### src/rtl/bwt_pkg.sv
`timescale 1ns/1ps
package bwt_pkg;

    localparam int BYTE_W = 8;

    typedef enum logic [1:0] {
        BS_IDLE  = 2'd0,
        BS_ADDR  = 2'd1,
        BS_SPENT = 2'd2
    } bus_state_t;

endpackage

### src/rtl/bwt_sync.sv
`timescale 1ns/1ps
module bwt_sync #(
    parameter int          WIDTH   = 1,
    parameter logic [0:0]  RST_BIT = 1'b0
) (
    input  logic             clk,
    input  logic             rst_n,
    input  logic [WIDTH-1:0] din,
    output logic [WIDTH-1:0] dout
);

    logic [WIDTH-1:0] stage_q;
    logic [WIDTH-1:0] out_q;

    // one retiming chain per bit, each resetting to the idle level
    for (genvar b = 0; b < WIDTH; b++) begin : g_bit
        always_ff @(posedge clk or negedge rst_n) begin
            if (!rst_n) begin
                stage_q[b] <= RST_BIT[0];
                out_q[b]   <= RST_BIT[0];
            end else begin
                stage_q[b] <= din[b];
                out_q[b]   <= stage_q[b];
            end
        end
    end

    assign dout = out_q;

endmodule

### src/rtl/bwt_cycle_fsm.sv
`timescale 1ns/1ps
module bwt_cycle_fsm
    import bwt_pkg::*;
(
    input  logic clk,
    input  logic rst_n,
    input  logic as_s,
    input  logic ds_s,
    output logic eval
);

    bus_state_t state_q;
    bus_state_t state_d;

    // state register
    always_ff @(posedge clk or negedge rst_n) begin
        if (!rst_n) begin
            state_q <= BS_IDLE;
        end else begin
            state_q <= state_d;
        end
    end

    // next state and evaluate strobe
    always_comb begin
        state_d = state_q;
        eval    = 1'b0;
        unique case (state_q)
            BS_IDLE: begin
                if (!as_s) begin
                    if (!ds_s) begin
                        eval    = 1'b1;
                        state_d = BS_SPENT;
                    end else begin
                        state_d = BS_ADDR;
                    end
                end
            end
            BS_ADDR: begin
                if (as_s) begin
                    state_d = BS_IDLE;
                end else if (!ds_s) begin
                    eval    = 1'b1;
                    state_d = BS_SPENT;
                end
            end
            BS_SPENT: begin
                if (as_s) begin
                    state_d = BS_IDLE;
                end
            end
            default: begin
                state_d = BS_IDLE;
            end
        endcase
    end


    one_eval_per_cycle_chk: assert property (@(posedge clk) disable iff (!rst_n)
        eval |=> !eval);


    spent_needs_release_chk: assert property (@(posedge clk) disable iff (!rst_n)
        (state_q == BS_SPENT && !as_s) |=> (state_q == BS_SPENT));


    eval_needs_strobes_chk: assert property (@(posedge clk) disable iff (!rst_n)
        eval |-> (!as_s && !ds_s));

endmodule

### src/rtl/bwt_match.sv
`timescale 1ns/1ps
module bwt_match #(
    parameter int ADDR_W = 32,
    parameter int DATA_W = 32
) (
    input  logic              eval,
    input  logic              rw_s,
    input  logic [ADDR_W-1:0] addr_s,
    input  logic [DATA_W-1:0] data_s,
    input  logic [ADDR_W-1:0] cfg_addr,
    input  logic [ADDR_W-1:0] cfg_addr_mask,
    input  logic              cfg_data_en,
    input  logic [DATA_W-1:0] cfg_data,
    output logic              hit
);

    logic [ADDR_W-1:0] addr_diff;
    logic              addr_ok;
    logic              data_ok;

    // per-bit masked difference
    for (genvar i = 0; i < ADDR_W; i++) begin : g_abit
        assign addr_diff[i] = (addr_s[i] ^ cfg_addr[i]) & cfg_addr_mask[i];
    end

    always_comb begin
        addr_ok = (addr_diff == '0);
        data_ok = !cfg_data_en || (data_s == cfg_data);
        hit     = eval && !rw_s && addr_ok && data_ok;
    end

endmodule

### src/rtl/bwt_hold.sv
`timescale 1ns/1ps
module bwt_hold
    import bwt_pkg::*;
#(
    parameter int ADDR_W = 32,
    parameter int DATA_W = 32,
    localparam int WORD_W = ADDR_W + DATA_W,
    localparam int SEL_W  = $clog2(WORD_W / BYTE_W)
) (
    input  logic              clk,
    input  logic              rst_n,
    input  logic              hit,
    input  logic              clr,
    input  logic [ADDR_W-1:0] addr_s,
    input  logic [DATA_W-1:0] data_s,
    input  logic [SEL_W-1:0]  rd_sel,
    output logic [BYTE_W-1:0] rd_byte,
    output logic              trig
);

    logic              trig_q;
    logic [ADDR_W-1:0] cap_addr_q;
    logic [DATA_W-1:0] cap_data_q;
    logic              take;
    logic [WORD_W-1:0] word;
    logic [SEL_W+2:0]  base;

    // a match is taken when idle, or when a clear frees the latch this edge
    assign take = hit && (!trig_q || clr);

    always_ff @(posedge clk or negedge rst_n) begin
        if (!rst_n) begin
            trig_q     <= 1'b0;
            cap_addr_q <= '0;
            cap_data_q <= '0;
        end else if (take) begin
            trig_q     <= 1'b1;
            cap_addr_q <= addr_s;
            cap_data_q <= data_s;
        end else if (clr) begin
            trig_q     <= 1'b0;
            cap_addr_q <= '0;
            cap_data_q <= '0;
        end
    end

    // byte read-out: address bytes low, data bytes high
    always_comb begin
        word    = {cap_data_q, cap_addr_q};
        base    = {rd_sel, 3'b000};
        rd_byte = word[base +: BYTE_W];
    end

    assign trig = trig_q;


    trig_sticky_chk: assert property (@(posedge clk) disable iff (!rst_n)
        (trig_q && !clr) |=> trig_q);


    capture_frozen_chk: assert property (@(posedge clk) disable iff (!rst_n)
        (trig_q && !clr) |=> ($stable(cap_addr_q) && $stable(cap_data_q)));


    clear_empties_chk: assert property (@(posedge clk) disable iff (!rst_n)
        (clr && !hit) |=> (!trig_q && cap_addr_q == '0 && cap_data_q == '0));


    match_beats_clear_chk: assert property (@(posedge clk) disable iff (!rst_n)
        (clr && hit) |=> (trig_q && cap_addr_q == $past(addr_s)));

endmodule

### src/rtl/bus_write_trigger.sv
`timescale 1ns/1ps
module bus_write_trigger
    import bwt_pkg::*;
#(
    parameter int ADDR_W = 32,
    parameter int DATA_W = 32,
    localparam int SEL_W = $clog2((ADDR_W + DATA_W) / BYTE_W)
) (
    input  logic              clk,
    input  logic              rst_n,
    input  logic [ADDR_W-1:0] bus_addr,
    input  logic [DATA_W-1:0] bus_data,
    input  logic              as_n,
    input  logic              ds_n,
    input  logic              rw,
    input  logic [ADDR_W-1:0] cfg_addr,
    input  logic [ADDR_W-1:0] cfg_addr_mask,
    input  logic              cfg_data_en,
    input  logic [DATA_W-1:0] cfg_data,
    input  logic              clr,
    input  logic [SEL_W-1:0]  rd_sel,
    output logic [BYTE_W-1:0] rd_byte,
    output logic              trig
);

    localparam int PAY_W = ADDR_W + DATA_W + 1;

    logic [1:0]        strb_s;
    logic [PAY_W-1:0]  pay_s;
    logic              as_s;
    logic              ds_s;
    logic              rw_s;
    logic [ADDR_W-1:0] addr_s;
    logic [DATA_W-1:0] data_s;
    logic              eval;
    logic              hit;

    // strobes idle high out of reset
    bwt_sync #(.WIDTH(2), .RST_BIT(1'b1)) u_sync_strb (
        .clk   (clk),
        .rst_n (rst_n),
        .din   ({as_n, ds_n}),
        .dout  (strb_s)
    );

    bwt_sync #(.WIDTH(PAY_W), .RST_BIT(1'b0)) u_sync_pay (
        .clk   (clk),
        .rst_n (rst_n),
        .din   ({rw, bus_data, bus_addr}),
        .dout  (pay_s)
    );

    assign as_s   = strb_s[1];
    assign ds_s   = strb_s[0];
    assign rw_s   = pay_s[PAY_W-1];
    assign data_s = pay_s[ADDR_W +: DATA_W];
    assign addr_s = pay_s[ADDR_W-1:0];

    bwt_cycle_fsm u_fsm (
        .clk   (clk),
        .rst_n (rst_n),
        .as_s  (as_s),
        .ds_s  (ds_s),
        .eval  (eval)
    );

    bwt_match #(.ADDR_W(ADDR_W), .DATA_W(DATA_W)) u_match (
        .eval          (eval),
        .rw_s          (rw_s),
        .addr_s        (addr_s),
        .data_s        (data_s),
        .cfg_addr      (cfg_addr),
        .cfg_addr_mask (cfg_addr_mask),
        .cfg_data_en   (cfg_data_en),
        .cfg_data      (cfg_data),
        .hit           (hit)
    );

    bwt_hold #(.ADDR_W(ADDR_W), .DATA_W(DATA_W)) u_hold (
        .clk     (clk),
        .rst_n   (rst_n),
        .hit     (hit),
        .clr     (clr),
        .addr_s  (addr_s),
        .data_s  (data_s),
        .rd_sel  (rd_sel),
        .rd_byte (rd_byte),
        .trig    (trig)
    );


    no_read_hit_chk: assert property (@(posedge clk) disable iff (!rst_n)
        hit |-> !rw_s);


    hit_on_strobes_chk: assert property (@(posedge clk) disable iff (!rst_n)
        hit |-> (!as_s && !ds_s));


    trig_rise_from_hit_chk: assert property (@(posedge clk) disable iff (!rst_n)
        $rose(trig) |-> $past(hit));

endmodule

### config.mk
export PLATFORM = sky130hd
export DESIGN_NAME = bus_write_trigger
export DESIGN_NICKNAME = d
export VERILOG_FILES = /design/src/rtl/bwt_pkg.sv /design/src/rtl/bwt_sync.sv /design/src/rtl/bwt_cycle_fsm.sv /design/src/rtl/bwt_match.sv /design/src/rtl/bwt_hold.sv /design/src/rtl/bus_write_trigger.sv
export SDC_FILE = /design/constraint.sdc
export NUM_CORES = 1
export LEC_CHECK = 0
export BUFFER_PORTS_ARGS = -buffer_cell sky130_fd_sc_hd__buf_2
export CORE_MARGIN = 1.5
export CORE_UTILIZATION = 53
export DETAILED_ROUTE_END_ITERATION = 7
export GPL_ROUTABILITY_DRIVEN = 0
export PLACE_DENSITY_LB_ADDON = 0.1
export SYNTH_ARGS = -nofsm -noshare
export SYNTH_HDL_FRONTEND = slang
export SYNTH_SLANG_ARGS = --single-unit
### constraint.sdc
create_clock -name clk -period 4.81 [get_ports clk]
set_clock_uncertainty 0.2 [all_clocks]
set_input_delay 1.443 -clock clk [delete_from_list [all_inputs] [get_ports clk]]
set_output_delay 1.443 -clock clk [all_outputs]
set_load 0.01 [all_outputs]
==> results.cfg <==
[floorplanning]
start_util_pct = 54.2
core_area_sq_um = 13200
ios = 179
die_w_um = 119
fp.dieH_um = 119
dieArea_sq_um = 14200
core.rowCount = 42

[routing]
vias = 4114
remaining_drc_errors = 0
first_pass_iters = 4
drtIter0Drc = 215
ant_nets = 0
viasPerCell = 5.19
wl_per_cell_um = 18.8
drt-total-wl_um = 14900

[critical_path]
crit_path_end_kind = output pin
reg2reg_slack_ps = 2120
arrival_ps = 2680
critPathKind = in -> out
rr_startpoint = u_sync_pay.dout[47]
start_kind = input port
cp.required_ps = 3170
critPathLaunch = rd_sel[0]
cp_max_fo = 16

[logic_synthesis]
syn-cell-area_sq_um = 7150
synth_seq_area_share_pct = 70.4
ys_types = 28
synth-warning-count = 0
ys_ff_latch = 201
avgSynthCellArea_sq_um = 17.3
synth_fp_nets = 584
syn-instance-count = 414

[hold_path]
hp-class = reg -> reg
min_from = u_sync_pay.stage_q[48]

[global_routing]
met2_usage_pct = 34.8
grt_start_max_net_pins = 110
busiest_layer = met2
globalRouteMet1Util_pct = 31.5
grt_first_pass_wirelength_um = 23700
grt.total_usage_pct = 22.0
first_global_vias = 4463
grt-ovfl-total = 0
antenna_found_initial = 0
use_met3_pct = 5.12

[finish]
final_util_pct = 66.7
nets = 772
area_delta_synth_final_pct = 23.0
n_fill_cell = 937
layout-drive-gt1-share_pct = 40.7
n_antenna_cell = 0

[sta]
finalSetupTns_ps = 0
relSlewSlack_pct = 45.1
tightest_slew_ps = 824
timing.fmax_mhz = 231
setup_viol = 0
report.final.slew_viol_count = 0
rsz0062_at_grt = no
hold_viol = 0
finalCritPeriodShare_pct = 89.9
period_needed_ps = 4330

[clock_tree]
cts_sinks = 201
hold_buffers = 0
cts_tree = built
cts_buffers = 20
clkTransAtPathRegs_ps = 60
h-tree-depth = 1
cts_resized = 0
clock_path_buffers = 3
cts_root_buf = clkbuf_16
clock_latency_ps = 490
cts_setup_buffers = 0

[power]
ir_drop_mv = 0.276
power_leakage_nw = 4.30
fin_total_pwr_w = 0.00353
powerDensity_nw_per_um2 = 402

[placed_design]
numPortBuffers = 178
place_hpwl_um = 10600

[run]
max-cap-violations = 0

[run_status]
outcome = finished, final reports clean
-- cells in the final DEF, fill, tap and decap left out --
cell type and instances:
buf_2 177, a22o_1 64, or4_1 1, and4b_2 1, buf_12 2, o21ai_1 1, buf_4 4, mux2_2 8
dfrtp_1 197, mux4_2 16, xor2_1 64, and3_1 1, inv_1 1, nor2b_1 1, inv_6 1, dfstp_2 4
a22oi_1 15, nor4_1 8, a41oi_4 1, clkbuf_1 1, nand4_1 5, nor4_4 1, clkinvlp_4 1, clkbuf_8 6
bufinv_16 1, nor3b_1 1, a21oi_1 1, clkinv_2 6, a31o_2 1, nor2_1 1, a211oi_1 1, nand2_1 2
clkbuf_16 21
-- sequential cells by signal, summed over array words and instances (netlist names) --
| register | cells |
|---|---|
| u_hold.cap_addr_q | 32 |
| u_hold.trig | 1 |
| u_fsm.state_q | 2 |
| u_sync_pay.stage_q | 65 |
| u_sync_strb.dout | 2 |
| u_sync_strb.stage_q | 2 |
| u_sync_pay.dout | 65 |
| u_hold.cap_data_q | 32 |
-- cell type report --
class	instances	area, sq um	area share (%)
tap	176	220	2.50
sequential	201	5030	57.3
inverter	1	3.75	0.0427
multi-input combinational	194	1890	21.5
clock inverter	9	76.3	0.868
clock buffer	27	598	6.80
timing repair buffer	184	970	11.0
-- stage by stage --
| stage | cells | cell area, sq um | hold WS, ps | setup WS, ps |
|---|---|---|---|---|
| 2_1_floorplan | 414 | 7150 | 131 | 197 |
| 3_3_place_gp | 756 | 8120 | 132 | 510 |
| 3_5_place_dp | 756 | 8120 | 135 | 475 |
| 4_1_cts | 792 | 8790 | 146 | 470 |
| 5_1_grt | 792 | 8790 | 150 | 433 |
| 6_report | 792 | 8790 | 142 | 484 |
-- report_power, final --
| group | total [W] | switching (W) | internal [W] | leakage [nW] |
|---|---|---|---|---|
| logic | 0.000192 | 0.000102 | 0.0000904 | 1.47 |
| clock network | 0.00156 | 0.000627 | 0.000928 | 0.338 |
| registers | 0.00179 | 0.0000350 | 0.00175 | 2.49 |
| total | 0.00353 | 0.000764 | 0.00277 | 4.30 |
-- cells by family after synthesis --
group / synth area share [%]
buffers and inverters: 3.12
AO/OA/AOI/OAI: 10.2
flip-flops: 70.4
AND/OR/NAND/NOR: 2.12
multiplexers: 6.30
XOR/XNOR: 7.84
-- synth_stat cells, drive strengths merged --
cell | number | area, sq um
a211oi | 1 | 7.51
a21oi | 1 | 5.00
a22o | 64 | 561
a22oi | 15 | 113
a31o | 1 | 8.76
a41oi | 1 | 27.5
and3 | 1 | 6.26
and4b | 1 | 10.0
buf | 15 | 208
clkbuf | 3 | 11.3
dfrtp | 197 | 4930
dfstp | 4 | 105
inv | 1 | 3.75
mux2 | 8 | 90.1
mux4 | 16 | 360
nand2 | 2 | 7.51
nand4 | 5 | 31.3
nor2 | 1 | 3.75
nor2b | 1 | 6.26
nor3b | 1 | 7.51
nor4 | 9 | 71.3
o21ai | 1 | 5.00
or4 | 1 | 7.51
xor2 | 64 | 561
-- final timing paths --
path | endpoint | cells after the start
min in group asynchronous | u_sync_pay.stage_q[32] | 1
hold reg to reg | u_sync_pay.dout[48] | 0
setup reg to reg | u_hold.cap_addr_q[13] | 7
hold / removal | u_sync_pay.dout[48] | 0
setup / recovery | rd_byte[1] | 5
max in group asynchronous | u_sync_pay.stage_q[0] | 2
-- critical path, stage by stage --
cell,delay [ps]
buf_2,110
buf_12,170
mux4_2,520
mux2_2,280
buf_2,150
-- routing by layer --
| layer | part of all wire, % | up-vias |
|---|---|---|
| li1 | - | 1891 |
| met1 | 42 | 2059 |
| met2 | 49 | 151 |
| met3 | 7.3 | 13 |
| met4 | 1.1 | 0 |
| met5 | 0 | - |
Power figures use the tool's default switching activity.
